[config.mk]
export PLATFORM = sky130hd
export DESIGN_NAME = nand_ecc_gen
export DESIGN_NICKNAME = d
export VERILOG_FILES = /design/src/rtl/nand_ecc_pkg.sv /design/src/rtl/ecc_mode_fsm.sv /design/src/rtl/ecc_half_acc.sv /design/src/rtl/ecc_readout.sv /design/src/rtl/nand_ecc_gen.sv
export SDC_FILE = /design/constraint.sdc
export NUM_CORES = 1
export LEC_CHECK = 0
export BUFFER_PORTS_ARGS = -buffer_cell sky130_fd_sc_hd__buf_2
export CAP_MARGIN = 20
export CORE_UTILIZATION = 55
export DETAILED_ROUTE_END_ITERATION = 8
export PLACE_DENSITY = 0.75
export SLEW_MARGIN = 40
export SYNTH_ARGS = -nofsm -noshare
export SYNTH_HDL_FRONTEND = slang
export SYNTH_SLANG_ARGS = --single-unit
[constraint.sdc]
create_clock -name clk -period 4.4 [get_ports clk]
set_clock_uncertainty 0.15 [all_clocks]
set_input_delay 0.44 -clock clk [delete_from_list [all_inputs] [get_ports clk]]
set_output_delay 0.44 -clock clk [all_outputs]
set_load 0.01 [all_outputs]
[src/rtl/nand_ecc_pkg.sv]
package nand_ecc_pkg;

    typedef enum logic [1:0] {
        ST_IDLE    = 2'd0,
        ST_DATA    = 2'd1,
        ST_READOUT = 2'd2
    } ecc_state_e;

    localparam logic [7:0] CMD_CLEAR   = 8'h70;
    localparam logic [7:0] CMD_DATA    = 8'hB0;
    localparam logic [7:0] CMD_READOUT = 8'hD0;

    localparam int ECC_BYTES = 6;
    localparam int PTR_W     = $clog2(ECC_BYTES);

endpackage

[src/rtl/ecc_mode_fsm.sv]
module ecc_mode_fsm
    import nand_ecc_pkg::*;
(
    input  logic       clk,
    input  logic       rst_n,
    input  logic       mode_wr,
    input  logic [7:0] mode_data,
    output ecc_state_e state_o,
    output logic       acc_mode_o,
    output logic       rd_mode_o,
    output logic       clear_o,
    output logic       enter_rd_o
);

    ecc_state_e state_q;
    ecc_state_e state_d;

    // Next state: every mode write moves the machine, whatever the present state
    always_comb begin
        state_d = state_q;
        if (mode_wr) begin
            unique case (mode_data)
                CMD_DATA:    state_d = ST_DATA;     // GO_DATA
                CMD_READOUT: state_d = ST_READOUT;  // GO_READOUT
                default:     state_d = ST_IDLE;     // GO_CLEAR / GO_OTHER
            endcase
        end
    end

    // State register
    always_ff @(posedge clk or negedge rst_n) begin
        if (!rst_n) state_q <= ST_IDLE;
        else        state_q <= state_d;
    end

    // Outputs
    always_comb begin
        acc_mode_o = 1'b0;
        rd_mode_o  = 1'b0;
        unique case (state_q)
            ST_IDLE:    ;
            ST_DATA:    acc_mode_o = 1'b1;
            ST_READOUT: rd_mode_o  = 1'b1;
            default:    ;
        endcase
        clear_o    = mode_wr && (mode_data == CMD_CLEAR);
        enter_rd_o = mode_wr && (mode_data == CMD_READOUT);
    end

    assign state_o = state_q;

endmodule

[src/rtl/ecc_half_acc.sv]
module ecc_half_acc #(
    parameter int DATA_W = 8,
    parameter int IDX_W  = 8,
    localparam int BIT_IDX_W = $clog2(DATA_W),
    localparam int LP_W      = 2 * IDX_W,
    localparam int CP_W      = 2 * BIT_IDX_W
) (
    input  logic              clk,
    input  logic              rst_n,
    input  logic              clear,
    input  logic              en,
    input  logic [IDX_W-1:0]  idx,
    input  logic [DATA_W-1:0] data,
    output logic [LP_W-1:0]   lp,
    output logic [CP_W-1:0]   cp
);

    logic            byte_par;
    logic [LP_W-1:0] lp_upd;
    logic [CP_W-1:0] cp_upd;

    assign byte_par = ^data;

    // Line parity: one even/odd pair per index bit
    for (genvar k = 0; k < IDX_W; k++) begin : g_line
        assign lp_upd[2*k]   = byte_par & ~idx[k];
        assign lp_upd[2*k+1] = byte_par &  idx[k];
    end

    // Column parity: one even/odd pair per bit-position bit
    for (genvar m = 0; m < BIT_IDX_W; m++) begin : g_col
        always_comb begin
            cp_upd[2*m]   = 1'b0;
            cp_upd[2*m+1] = 1'b0;
            for (int b = 0; b < DATA_W; b++) begin
                if (((b >> m) & 1) != 0) cp_upd[2*m+1] = cp_upd[2*m+1] ^ data[b];
                else                     cp_upd[2*m]   = cp_upd[2*m]   ^ data[b];
            end
        end
    end

    always_ff @(posedge clk or negedge rst_n) begin
        if (!rst_n) begin
            lp <= '0;
            cp <= '0;
        end else if (clear) begin
            lp <= '0;
            cp <= '0;
        end else if (en) begin
            lp <= lp ^ lp_upd;
            cp <= cp ^ cp_upd;
        end
    end

endmodule

[src/rtl/ecc_readout.sv]
module ecc_readout
    import nand_ecc_pkg::*;
#(
    parameter int DATA_W = 8,
    parameter int LP_W   = 32,
    parameter int CP_W   = 12,
    localparam int Q_W   = LP_W / 4,
    localparam int H_W   = CP_W / 2,
    localparam int PAD_W = DATA_W - H_W
) (
    input  logic              clk,
    input  logic              rst_n,
    input  logic              enter_rd,
    input  logic              rd_mode,
    input  logic              rd_strobe,
    input  logic [LP_W-1:0]   lp,
    input  logic [CP_W-1:0]   cp,
    output logic [PTR_W-1:0]  ptr,
    output logic [DATA_W-1:0] ecc_byte
);

    localparam logic [PTR_W-1:0] LAST = PTR_W'(ECC_BYTES - 1);

    always_ff @(posedge clk or negedge rst_n) begin
        if (!rst_n)                     ptr <= '0;
        else if (enter_rd)              ptr <= '0;
        else if (rd_mode && rd_strobe)  ptr <= (ptr == LAST) ? '0 : ptr + 1'b1;
    end

    logic [DATA_W-1:0] sel;

    always_comb begin
        unique case (ptr)
            3'd0:    sel = lp[0*Q_W +: Q_W];
            3'd1:    sel = lp[1*Q_W +: Q_W];
            3'd2:    sel = {cp[0 +: H_W], {PAD_W{1'b1}}};
            3'd3:    sel = lp[2*Q_W +: Q_W];
            3'd4:    sel = lp[3*Q_W +: Q_W];
            3'd5:    sel = {cp[H_W +: H_W], {PAD_W{1'b1}}};
            default: sel = '0;
        endcase
        ecc_byte = rd_mode ? sel : '0;
    end

endmodule

[src/rtl/nand_ecc_gen.sv]
module nand_ecc_gen
    import nand_ecc_pkg::*;
#(
    parameter int DATA_W     = 8,
    parameter int PAGE_BYTES = 512
) (
    input  logic              clk,
    input  logic              rst_n,
    input  logic              mode_wr,
    input  logic [7:0]        mode_data,
    input  logic              data_valid,
    input  logic [DATA_W-1:0] data_byte,
    input  logic              rd_strobe,
    output logic [DATA_W-1:0] ecc_byte
);

    localparam int HALVES     = 2;
    localparam int HALF_BYTES = PAGE_BYTES / HALVES;
    localparam int IDX_W      = $clog2(HALF_BYTES);
    localparam int CNT_W      = $clog2(PAGE_BYTES) + 1;
    localparam int LPH_W      = 2 * IDX_W;
    localparam int CPH_W      = 2 * $clog2(DATA_W);

    ecc_state_e              state_q;
    logic                    acc_mode, rd_mode, clear, enter_rd;
    logic [CNT_W-1:0]        byte_cnt;
    logic                    accept;
    logic [HALVES*LPH_W-1:0] lp_all;
    logic [HALVES*CPH_W-1:0] cp_all;
    logic [PTR_W-1:0]        rd_ptr;

    ecc_mode_fsm u_fsm (
        .clk        (clk),
        .rst_n      (rst_n),
        .mode_wr    (mode_wr),
        .mode_data  (mode_data),
        .state_o    (state_q),
        .acc_mode_o (acc_mode),
        .rd_mode_o  (rd_mode),
        .clear_o    (clear),
        .enter_rd_o (enter_rd)
    );

    assign accept = acc_mode && data_valid && (byte_cnt < CNT_W'(PAGE_BYTES));

    always_ff @(posedge clk or negedge rst_n) begin
        if (!rst_n)      byte_cnt <= '0;
        else if (clear)  byte_cnt <= '0;
        else if (accept) byte_cnt <= byte_cnt + 1'b1;
    end

    for (genvar h = 0; h < HALVES; h++) begin : g_half
        ecc_half_acc #(
            .DATA_W (DATA_W),
            .IDX_W  (IDX_W)
        ) u_acc (
            .clk   (clk),
            .rst_n (rst_n),
            .clear (clear),
            .en    (accept && (byte_cnt[IDX_W] == 1'(h))),
            .idx   (byte_cnt[IDX_W-1:0]),
            .data  (data_byte),
            .lp    (lp_all[h*LPH_W +: LPH_W]),
            .cp    (cp_all[h*CPH_W +: CPH_W])
        );
    end

    ecc_readout #(
        .DATA_W (DATA_W),
        .LP_W   (HALVES*LPH_W),
        .CP_W   (HALVES*CPH_W)
    ) u_rd (
        .clk       (clk),
        .rst_n     (rst_n),
        .enter_rd  (enter_rd),
        .rd_mode   (rd_mode),
        .rd_strobe (rd_strobe),
        .lp        (lp_all),
        .cp        (cp_all),
        .ptr       (rd_ptr),
        .ecc_byte  (ecc_byte)
    );

endmodule

==> metrics.md <==
| Metric | Value |
|---|---|
| Max Cap Viol | 0 |
| Post-DR vias/cell | 6.46 |
| NumNets Final | 432 |
| Synth top area cells | dfrtp_1 (42%), nand2_1 (6.6%), nor2_1 (4.4%), o311ai_1 (4.0%), xnor2_1 (3.5%) |
| Final period util | 69.0% |
| Die W | 81.5 um |
| Final min period | 3.04 ns |
| Cell taking the most area after synthesis | dfrtp_1 |
| Total leakage power | 0.00177 uW |
| CTS sink cnt | 59 |
| Critical path required time | 3.81 ns |
| Peak Freq | 329 MHz |
| Startpoint types | flip-flop |
| Area Overhead vs Synth | 11.9% |
| Comb power frac | 17.7% |
| Max-slew violations | 0 |
| Sw frac | 29.6% |
| Max-slew headroom | 56.2% |
| Flops & latches, synth | 59 |
| Cell internal pwr | 949 uW |
| Worst VDD drop | 0.000199 V |
| Tot Pwr | 1350 uW |
| Dpl cell area | 3660 sq um |
| Hold Crit Start | mode_data[5] |
| Power Dens Cells | 346 nW/um^2 |
| TritonRoute pass-1 iters | 5 |
| Reg2reg end | g_half[0].u_acc.lp[7] |
| Via count | 3161 |
| Post-detailed-placement half-perimeter wirelength | 6.14 mm |
| Initial antenna violation count | 0 |
| Vias in the first global route | 3016 |
| Fin area | 3890 sq um |
| Area share of the largest cell type after synthesis | 42.5% |
| Die Y | 81.5 um |
| Ant diodes | 0 |
| FF-to-FF path depth | 6 |
| Mapped Area | 3480 sq um |
| TritonCTS buffer count | 9 |
| Hold_ws | 0.204 ns |
| Top cell by count, worst path | nor2_1 |
| Crit. End Element | primary output |
| GRT busiest layer | met2 |
| H-tree level count | 3 |
| Worst Path Class, Setup | reg -> out |
| Post-CTS setup repair buffer count | 0 |
| Pin count of the biggest net entering global routing | 51 |
| Sw power | 399 uW |
| Grt met2 use | 49.5% |
| # rows | 28 |
| Ys Warns | 0 |
| Sequential Power Share | 42.9% |
| Mapped Cells | 397 |
| Root Driver | clkbuf_8 |
| Iteration-0 DRC Markers | 308 |
| Crit-path max FO | 11 |
| DRC viols | 0 |
| GP Congestion | 0.895 |
| Buffers plus inverters on the worst setup path | 2 |
| CP max stage cell | o31ai_2 |
| Fin cells | 489 |
| Core Area | 6030 sq um |
| Syn_area_per_cell | 8.76 sq um |
| Hold Path Cell Cnt | 3 |
| HP Class | in -> reg |
| CTS max path bufs | 2 |
| Dpl cells | 472 |
| RSZ-0062 raised after global routing | no |
| Fin. Hold Viols | 0 |
| Final wirelength | 9.13 mm |
| Reg-to-reg startpoint | byte_cnt[9] |
| DRT antenna net count | 0 |
| Post-synth cell types | 40 |
| Sequential area share after synthesis | 42.5% |
| Port Buf Inserts | 28 |
| Cell family with most CP delay | compound AO/OA/AOI/OAI gates |
| Ports | 29 |
| Worst R2R Setup Slack | 2.08 ns |
| Global-route wire length before repair | 14.6 mm |
| CTS tree | done |
| Layout cells sized above 1 | 15.2% |
| Syn Nets | 420 |
| Setup TNS | 0 ns |
| Setup violations, final | 0 |
| GRT Residual Overflow | 0 |
| Clock power share | 39.4% |
| Status | finished, final reports clean |
| Met3 Usage GRT | 6.33% |
| DR WL/cell | 18.7 um |
| Global-route total usage across every layer | 29.9% |
| Worst-Skew Late Latency | 0.35 ns |
| CP cell instances | inv_1, nor2_1, ha_1, o31ai_2, nor2_1, buf_2 |
| Initial Utilization | 57.7% |
| Worst-path clk slew | 0.07 ns |
| Hold Path Sink | u_fsm.state_o[0] |
| Worst EP arrival | 2.45 ns |
| Crit-path max cell delay | 0.63 ns |
| Worst slew pin tran | 0.656 ns |
| Grt met1 use | 38.1% |
| Full die area | 6640 sq um |
what timing repair did:
item	4_1_cts	5_1_grt
setup endpoints to repair	0	0
hold buffers	0	1
endpoints found under the hold margin	0	34
gates resized for setup	0	0
stage by stage:
step | utilization (%) | setup WS [ns]
floorplan | - | 1.72
detailed placement | 60.8 | 1.73
global placement | 59.8 | 1.59
CTS | 64.3 | 1.36
global route | 64.6 | 1.18
finish | 64.6 | 1.36
tightest hold or removal path, cell delays in order:
cell,delay [ns]
buf_2,0.11
nand2_1,0.05
o2bb2ai_1,0.06
cell type report:
class	instances	area, sq um
flip-flops and latches	59	1480
multi-input cells	298	1860
repair buffers	35	225
fillers	500	2130
clock inverters	4	47.5
well taps	75	93.8
clock buffers	12	165
inverters	6	22.5
per-layer routing:
metal,vias to the layer above,wire length (um)
met4,0,191
met1,1559,4120
met5,-,0
li1,1468,-
met3,16,582
met2,118,4240
worst max-delay path by stage:
stage / startpoint / end / slack (ns) / cells past startpoint
after global routing: u_rd.ptr[2] / ecc_byte[5] / 1.18 / 5
after floorplan: u_rd.ptr[2] / ecc_byte[2] / 1.72 / 7
after detailed placement: u_rd.ptr[2] / ecc_byte[4] / 1.73 / 5
after global placement: u_rd.ptr[2] / ecc_byte[5] / 1.59 / 5
final: u_rd.ptr[1] / ecc_byte[4] / 1.36 / 6
after CTS: u_rd.ptr[2] / ecc_byte[4] / 1.36 / 5
flip-flops by register name, summed over array words and instances (netlist names):
signal and count:
byte_cnt 10, g_half.u_acc.lp 32, u_fsm.state_o 2, g_half.u_acc.cp 12
u_rd.ptr 3
cells in the mapped netlist (all sizes together):
| master | count |
|---|---|
| clkbuf | 27 |
| a21oi | 22 |
| a21o | 1 |
| o31ai | 1 |
| o41ai | 4 |
| nor4bb | 2 |
| a211oi | 1 |
| mux2i | 6 |
| buf | 7 |
| xor2 | 6 |
| ha | 2 |
| a31oi | 2 |
| or4 | 16 |
| nand2 | 61 |
| nand4 | 6 |
| o211ai | 16 |
| clkinv | 1 |
| o2bb2ai | 1 |
| o311ai | 16 |
| a32oi | 3 |
| dfrtp | 59 |
| mux2 | 4 |
| nor2b | 4 |
| and4 | 2 |
| nand3 | 16 |
| and2 | 3 |
| inv | 5 |
| o21ai | 20 |
| nor2 | 41 |
| a222oi | 3 |
| a22oi | 1 |
| mux4 | 2 |
| xnor2 | 17 |
| nor3 | 1 |
| nand2b | 4 |
| or3 | 14 |
cell families after synthesis:
| family | synth area share [%] |
|---|---|
| multiplexers | 4.32 |
| adder cells (fa/ha/maj) | 0.720 |
| buffers and inverters | 4.86 |
| AND/OR/NAND/NOR | 23.6 |
| XOR/XNOR | 6.44 |
| flip-flops | 42.5 |
| AO/OA/AOI/OAI | 17.6 |
cells in the final DEF, fill, tap and decap left out, drive strengths merged, types with 5 or more instances in the layout:
| master | n |
|---|---|
| nand2 | 61 |
| dfrtp | 59 |
| nor2 | 41 |
| buf | 34 |
| a21oi | 22 |
| o21ai | 20 |
| xnor2 | 17 |
| nand3 | 16 |
| o211ai | 16 |
| or4 | 16 |
| o311ai | 16 |
| or3 | 14 |
| clkbuf | 12 |
| mux2i | 6 |
| nand4 | 6 |
| xor2 | 6 |
| inv | 5 |
power groups by stage:
stage                     clock network (uW)  logic (uW)  registers, uW
after floorplan                            0         160            572
after global placement                     0         188            586
after detailed placement                   0         233            587
after CTS                                535         234            577
after global routing                     557         254            580
final                                    531         239            578
Note: power is estimated with default switching activity, not from simulation.
